--- src/rtl/sha256_pkg.sv ---
package sha256_pkg;

    localparam int WORD_W     = 32;
    localparam int MSG_WORDS  = 16;
    localparam int NUM_ROUNDS = 64;
    localparam int STATE_WDS  = 8;
    localparam int BLK_W      = WORD_W * MSG_WORDS;
    localparam int DIG_W      = WORD_W * STATE_WDS;
    localparam int RND_W      = $clog2(NUM_ROUNDS);

    typedef logic [WORD_W-1:0] word_t;

    typedef struct packed {
        word_t a;
        word_t b;
        word_t c;
        word_t d;
        word_t e;
        word_t f;
        word_t g;
        word_t h;
    } work_t;

    localparam work_t H_INIT = {
        32'h6a09e667, 32'hbb67ae85, 32'h3c6ef372, 32'ha54ff53a,
        32'h510e527f, 32'h9b05688c, 32'h1f83d9ab, 32'h5be0cd19
    };

    localparam word_t K_TAB [NUM_ROUNDS] = '{
        32'h428a2f98, 32'h71374491, 32'hb5c0fbcf, 32'he9b5dba5,
        32'h3956c25b, 32'h59f111f1, 32'h923f82a4, 32'hab1c5ed5,
        32'hd807aa98, 32'h12835b01, 32'h243185be, 32'h550c7dc3,
        32'h72be5d74, 32'h80deb1fe, 32'h9bdc06a7, 32'hc19bf174,
        32'he49b69c1, 32'hefbe4786, 32'h0fc19dc6, 32'h240ca1cc,
        32'h2de92c6f, 32'h4a7484aa, 32'h5cb0a9dc, 32'h76f988da,
        32'h983e5152, 32'ha831c66d, 32'hb00327c8, 32'hbf597fc7,
        32'hc6e00bf3, 32'hd5a79147, 32'h06ca6351, 32'h14292967,
        32'h27b70a85, 32'h2e1b2138, 32'h4d2c6dfc, 32'h53380d13,
        32'h650a7354, 32'h766a0abb, 32'h81c2c92e, 32'h92722c85,
        32'ha2bfe8a1, 32'ha81a664b, 32'hc24b8b70, 32'hc76c51a3,
        32'hd192e819, 32'hd6990624, 32'hf40e3585, 32'h106aa070,
        32'h19a4c116, 32'h1e376c08, 32'h2748774c, 32'h34b0bcb5,
        32'h391c0cb3, 32'h4ed8aa4a, 32'h5b9cca4f, 32'h682e6ff3,
        32'h748f82ee, 32'h78a5636f, 32'h84c87814, 32'h8cc70208,
        32'h90befffa, 32'ha4506ceb, 32'hbef9a3f7, 32'hc67178f2
    };

    function automatic word_t rotr(input word_t x, input int n);
        return (x >> n) | (x << (WORD_W - n));
    endfunction

    function automatic word_t big_sig0(input word_t x);
        return rotr(x, 2) ^ rotr(x, 13) ^ rotr(x, 22);
    endfunction

    function automatic word_t big_sig1(input word_t x);
        return rotr(x, 6) ^ rotr(x, 11) ^ rotr(x, 25);
    endfunction

    function automatic word_t small_sig0(input word_t x);
        return rotr(x, 7) ^ rotr(x, 18) ^ (x >> 3);
    endfunction

    function automatic word_t small_sig1(input word_t x);
        return rotr(x, 17) ^ rotr(x, 19) ^ (x >> 10);
    endfunction

    function automatic word_t choose(input word_t x, input word_t y, input word_t z);
        return (x & y) ^ (~x & z);
    endfunction

    function automatic word_t majority(input word_t x, input word_t y, input word_t z);
        return (x & y) ^ (x & z) ^ (y & z);
    endfunction

    function automatic work_t fold_state(input work_t acc, input work_t wrk);
        work_t r;
        r.a = acc.a + wrk.a;
        r.b = acc.b + wrk.b;
        r.c = acc.c + wrk.c;
        r.d = acc.d + wrk.d;
        r.e = acc.e + wrk.e;
        r.f = acc.f + wrk.f;
        r.g = acc.g + wrk.g;
        r.h = acc.h + wrk.h;
        return r;
    endfunction

endpackage

--- src/rtl/sha256_kconst.sv ---
module sha256_kconst
    import sha256_pkg::*;
(
    input  logic [RND_W-1:0] rnd_i,
    output word_t            k_o
);
    assign k_o = K_TAB[rnd_i];
endmodule

--- src/rtl/sha256_sched.sv ---
module sha256_sched
    import sha256_pkg::*;
#(
    parameter int DEPTH = MSG_WORDS
) (
    input  logic             clk,
    input  logic             load_i,
    input  logic             shift_i,
    input  logic [BLK_W-1:0] blk_i,
    output word_t            w_o
);
    localparam int TAP_S1 = DEPTH - 2;
    localparam int TAP_W7 = DEPTH - 7;

    word_t win_q [DEPTH];
    word_t nxt_w;

    assign nxt_w = small_sig1(win_q[TAP_S1]) + win_q[TAP_W7]
                 + small_sig0(win_q[1]) + win_q[0];
    assign w_o   = win_q[0];

    for (genvar gi = 0; gi < DEPTH; gi++) begin : g_slot
        word_t shift_in;
        if (gi == DEPTH - 1) begin : g_tail
            assign shift_in = nxt_w;
        end else begin : g_body
            assign shift_in = win_q[gi+1];
        end

        always_ff @(posedge clk) begin
            if (load_i) begin
                win_q[gi] <= blk_i[BLK_W-1-WORD_W*gi -: WORD_W];
            end else if (shift_i) begin
                win_q[gi] <= shift_in;
            end
        end
    end
endmodule

--- src/rtl/sha256_round.sv ---
module sha256_round
    import sha256_pkg::*;
(
    input  work_t cur_i,
    input  word_t k_i,
    input  word_t w_i,
    output work_t nxt_o
);
    word_t t1;
    word_t t2;

    always_comb begin
        t1 = cur_i.h + big_sig1(cur_i.e) + choose(cur_i.e, cur_i.f, cur_i.g) + k_i + w_i;
        t2 = big_sig0(cur_i.a) + majority(cur_i.a, cur_i.b, cur_i.c);
        nxt_o.h = cur_i.g;
        nxt_o.g = cur_i.f;
        nxt_o.f = cur_i.e;
        nxt_o.e = cur_i.d + t1;
        nxt_o.d = cur_i.c;
        nxt_o.c = cur_i.b;
        nxt_o.b = cur_i.a;
        nxt_o.a = t1 + t2;
    end
endmodule

--- src/rtl/sha256_iter_core.sv ---
module sha256_iter_core
    import sha256_pkg::*;
(
    input  logic             clk,
    input  logic             rst_n,
    input  logic             start_i,
    input  logic             blk_valid_i,
    input  logic             blk_last_i,
    input  logic [BLK_W-1:0] blk_data_i,
    output logic             ready_o,
    output logic             done_o,
    output logic [DIG_W-1:0] digest_o
);
    localparam logic [RND_W-1:0] LAST_RND = RND_W'(NUM_ROUNDS - 1);

    typedef enum logic [1:0] {
        ST_IDLE,
        ST_ROUND,
        ST_FOLD
    } core_state_e;

    core_state_e      state_q;
    core_state_e      state_d;
    logic [RND_W-1:0] rnd_q;
    work_t            work_q;
    work_t            hash_q;
    work_t            round_nxt;
    logic             last_q;
    logic             done_q;
    logic             accept;
    word_t            k_cur;
    word_t            w_cur;

    assign accept = (state_q == ST_IDLE) && blk_valid_i;

    sha256_kconst u_kconst (
        .rnd_i (rnd_q),
        .k_o   (k_cur)
    );

    sha256_sched #(.DEPTH(MSG_WORDS)) u_sched (
        .clk     (clk),
        .load_i  (accept),
        .shift_i (state_q == ST_ROUND),
        .blk_i   (blk_data_i),
        .w_o     (w_cur)
    );

    sha256_round u_round (
        .cur_i (work_q),
        .k_i   (k_cur),
        .w_i   (w_cur),
        .nxt_o (round_nxt)
    );

    // state register
    always_ff @(posedge clk or negedge rst_n) begin
        if (!rst_n) begin
            state_q <= ST_IDLE;
        end else begin
            state_q <= state_d;
        end
    end

    // transitions
    always_comb begin
        state_d = state_q;
        unique case (state_q)
            ST_IDLE:  if (blk_valid_i)        state_d = ST_ROUND;
            ST_ROUND: if (rnd_q == LAST_RND)  state_d = ST_FOLD;
            ST_FOLD:                          state_d = ST_IDLE;
        endcase
    end

    // datapath
    always_ff @(posedge clk or negedge rst_n) begin
        if (!rst_n) begin
            hash_q <= H_INIT;
            work_q <= '0;
            rnd_q  <= '0;
            last_q <= 1'b0;
        end else begin
            unique case (state_q)
                ST_IDLE: begin
                    if (start_i) begin
                        hash_q <= H_INIT;
                    end
                    if (blk_valid_i) begin
                        work_q <= start_i ? H_INIT : hash_q;
                        last_q <= blk_last_i;
                        rnd_q  <= '0;
                    end
                end
                ST_ROUND: begin
                    work_q <= round_nxt;
                    rnd_q  <= rnd_q + 1'b1;
                end
                ST_FOLD: begin
                    hash_q <= fold_state(hash_q, work_q);
                end
            endcase
        end
    end

    // outputs
    always_ff @(posedge clk or negedge rst_n) begin
        if (!rst_n) begin
            done_q <= 1'b0;
        end else begin
            done_q <= (state_q == ST_FOLD) && last_q;
        end
    end

    assign done_o   = done_q;
    assign ready_o  = (state_q == ST_IDLE);
    assign digest_o = hash_q;
endmodule

--- config.mk ---
export PLATFORM = sky130hd
export DESIGN_NAME = sha256_iter_core
export DESIGN_NICKNAME = d
export VERILOG_FILES = /design/src/rtl/sha256_pkg.sv /design/src/rtl/sha256_kconst.sv /design/src/rtl/sha256_sched.sv /design/src/rtl/sha256_round.sv /design/src/rtl/sha256_iter_core.sv
export SDC_FILE = /design/constraint.sdc
export NUM_CORES = 2
export LEC_CHECK = 0
export ABC_AREA = 0
export BUFFER_PORTS_ARGS = -buffer_cell sky130_fd_sc_hd__buf_2
export CELL_PAD_IN_SITES_DETAIL_PLACEMENT = 1
export CELL_PAD_IN_SITES_GLOBAL_PLACEMENT = 1
export CORE_MARGIN = 4
export CORE_UTILIZATION = 37
export DETAILED_ROUTE_END_ITERATION = 6
export PLACE_DENSITY_LB_ADDON = 0.1
export RECOVER_POWER = 25
export SYNTH_ARGS = -nofsm -noshare
export SYNTH_HDL_FRONTEND = slang
export SYNTH_SLANG_ARGS = --single-unit
--- constraint.sdc ---
create_clock -name clk -period 12.8 [get_ports clk]
set_clock_uncertainty 0.05 [all_clocks]
set_input_delay 2.56 -clock clk [delete_from_list [all_inputs] [get_ports clk]]
set_output_delay 2.56 -clock clk [all_outputs]
set_load 0.1 [all_outputs]
==> impl_metrics.json <==
{
  "fin_crit_ps": 10930,
  "rr_startpoint": "state_q[1]",
  "cts.clk_slew.worst_paths_ps": 60,
  "comb_power_share_pct": 1.6,
  "worst_pin_slew_ps": 9613,
  "max_stage_delay_ps": 6670,
  "syn_inst": 6795,
  "synth_cell_types": 94,
  "critPathKind": "reg2reg",
  "gp_congestion": 0.9961,
  "syn_nets": 7900,
  "grt_overflow": 0,
  "hpwl_um": 255800,
  "finalPower_mw": 7.432,
  "placementRows": 159,
  "swShare_pct": 22.93,
  "core_um2": 188000,
  "mostFrequentLayoutCells": "771 x buf_2, 597 x nor2_1, 543 x a21oi_1, 512 x edfxtp_1, 498 x mux2_2",
  "chipHeight_um": 443.0,
  "ys_seq_area_share_pct": 40.87,
  "initial_utilization_pct": 37.24,
  "cts_tree": "yes",
  "final_max_slew_viol_count": 983,
  "synth_area_um2": 70000,
  "hold_ws_ps": 440.7,
  "crit_family": "buffers and inverters",
  "io_pins": 775,
  "startpoint_type": "flip-flop",
  "globalRouteMet2Util_pct": 56.23,
  "synth_async_sr_flop_share_pct": 50.48,
  "cts_inserted_buffers": 132,
  "die-area_um2": 196200,
  "ant_nets": 0,
  "tns_ps": 0,
  "critical_path.cell_chain": "inv_1 > ha_4 > clkbuf_1 > clkbuf_2 > mux2_2",
  "numPortBuffers": 774,
  "cell_internal_pwr_mw": 5.728,
  "drt_wl_total_um": 328200,
  "p_leak_nw": 33.93,
  "status": "finished, violations left",
  "end_kind": "flip-flop",
  "clkPwrFrac_pct": 51.7,
  "hold_path.startpoint": "last_q",
  "yosys_most_used_dff": "edfxtp_1",
  "power_frac_seq_pct": 46.7,
  "syn-mean-instance-area_um2": 10.30,
  "p_sw_mw": 1.704,
  "ir_drop_mv": 0.1240,
  "top_usage_layer": "met2",
  "p_per_area_nw_per_um2": 91.90,
  "drv_cap": 13,
  "rrSetupSlack_ps": 1870,
  "finalSetupViolCount": 0,
  "met1_usage_pct": 38.38,
  "cts_root_buf": "clkbuf_16",
  "htreeDepth": 4,
  "route.detailed.drc": 0,
  "synthTopCellsByArea": "edfxtp_1 22%, dfrtp_1 14%, mux2_2 8.2%",
  "min_path_cells": 1,
  "syn_to_final_growth_pct": 15.52,
  "track_usage_pct": 32.61,
  "synth-seq-cells": 1034,
  "synth_edf_count": 512,
  "final_core_util_pct": 43.02,
  "holdPathEnd": "done_o",
  "ctsResizeCount": 0,
  "seq_area_um2": 28620,
  "max_freq_mhz": 91.51,
  "cp_slowest_cell": "clkbuf_1",
  "multi_input_area_um2": 38950,
  "finalNetCount": 8527,
  "vias_per_cell": 5.792,
  "clk_path_buf_depth": 3,
  "min_path_type": "reg2reg",
  "required_ps": 13270,
  "grt_use_met3_pct": 7.212,
  "violations": "capacitance limit, slew limit",
  "drive_gt1_share_pct": 23.42,
  "grt_pass1_vias": 60710,
  "yosys_warnings": 0,
  "antenna_found_initial": 93,
  "die_w_um": 443.0,
  "timing.slew.headroom_pct": -540.9,
  "timing_hold_violations_final": 0,
  "cts.sinks": 1034,
  "dr.pass1.iters": 6,
  "nFillCells": 21020,
  "worst_ep_arrival_time_ps": 11390,
  "yosysTopAreaCellShare_pct": 21.96,
  "rsz0062_at_grt": "no",
  "drtIter0Drc": 4162,
  "postCtsSetupRepairBufs": 0,
  "worst_skew_pair.late_latency_ps": 810,
  "grt_max_degree": 161,
  "vias": 58270,
  "finalCritPeriodShare_pct": 85.37,
  "mostFrequentLayoutCell": "buf_2",
  "synth_area_leader_cell": "edfxtp_1",
  "wl_per_cell_um": 32.62,
  "worst-path-buf-inv": 3,
  "grt_pass1_wl_um": 462600,
  "crit_path_max_fanout": 149,
  "reg2reg_to": "u_sched.win_q[1][4]",
  "hold_buffers": 0,
  "r2r_cells": 5
}
power groups by stage:
stage	clock (mW)	sequential, mW	combinational, mW
CTS	3.92	3.47	0.127
floorplan	0	3.53	0.00267
global route	4.07	3.47	0.136
detailed placement	0	3.53	0.126
finish	3.84	3.47	0.121
global placement	0	3.53	0.123
final cells by class:
| type | count | share of cell area [%] |
|---|---|---|
| Multi-Input combinational cell | 5098 | 48.17 |
| Sequential cell | 1034 | 35.39 |
| Timing Repair Buffer | 875 | 5.762 |
| Clock buffer | 172 | 4.431 |
| Tap cell | 2495 | 3.860 |
| Inverter | 281 | 1.314 |
| Clock inverter | 67 | 0.9577 |
| Antenna cell | 39 | 0.1207 |
routing by layer:
layer  up-vias  routed length (µm)  part of all wire, %
met4        96               18410                  5.6
met3       609               19480                  5.9
met5         -                 611                 0.19
met2      1749              161400                   49
li1      26140                   -                    -
met1     29680              128300                   39
stage by stage:
stage          std cells  area (µm²)  worst slack, ps
2_1_floorplan       6795       70010             3376
3_3_place_gp        9783       76570             3192
3_5_place_dp        9783       76570             3105
4_1_cts            10020       80920             3066
5_1_grt            10040       80820             1317
6_report           10060       80870             1873
Yosys cell counts, types with 165 or more instances:
cell type	instances
a21o_1	179
a21oi_1	543
clkbuf_1	349
dfrtp_1	386
edfxtp_1	512
fa_1	195
ha_1	393
inv_1	274
mux2_2	512
nand2_1	395
nor2_1	597
o21ai_0	378
xnor2_1	378
xor2_1	165
registers in the layout, indices dropped and copies added, names as in the netlist:
signal and count:
last_q 1, state_q 2, done_o 1, u_sched.win_q 512, digest_o 256, rnd_q 6, work_q 256
how the worst max path moves through the flow:
stage           startpoint                   to  slack [ps]  depth (start not counted)
2_1_floorplan  blk_valid_i  u_sched.win_q[0][0]        3380                          2
3_3_place_gp      rnd_q[0]          work_q[252]        3190                         34
3_5_place_dp      rnd_q[0]          work_q[250]        3100                         32
4_1_cts           rnd_q[0]          work_q[250]        3070                         32
5_1_grt         state_q[1]  u_sched.win_q[1][4]        1320                          5
6_report        state_q[1]  u_sched.win_q[1][4]        1870                          5
cells by family (layout without fill, tap and decap cells):
family	Yosys count	after routing	share of synthesized area, %
AOI/OAI and AO/OA	1873	1873	17.18
xor gates and xnor gates	544	544	6.826
adders and majority gates	610	610	12.92
buffers and inverters	663	1395	3.560
DFF	1034	1034	40.87
muxes	551	551	8.901
other	0	39	0
and+or+nand+nor	1520	1520	9.752
(Power assumes the default switching activity.)
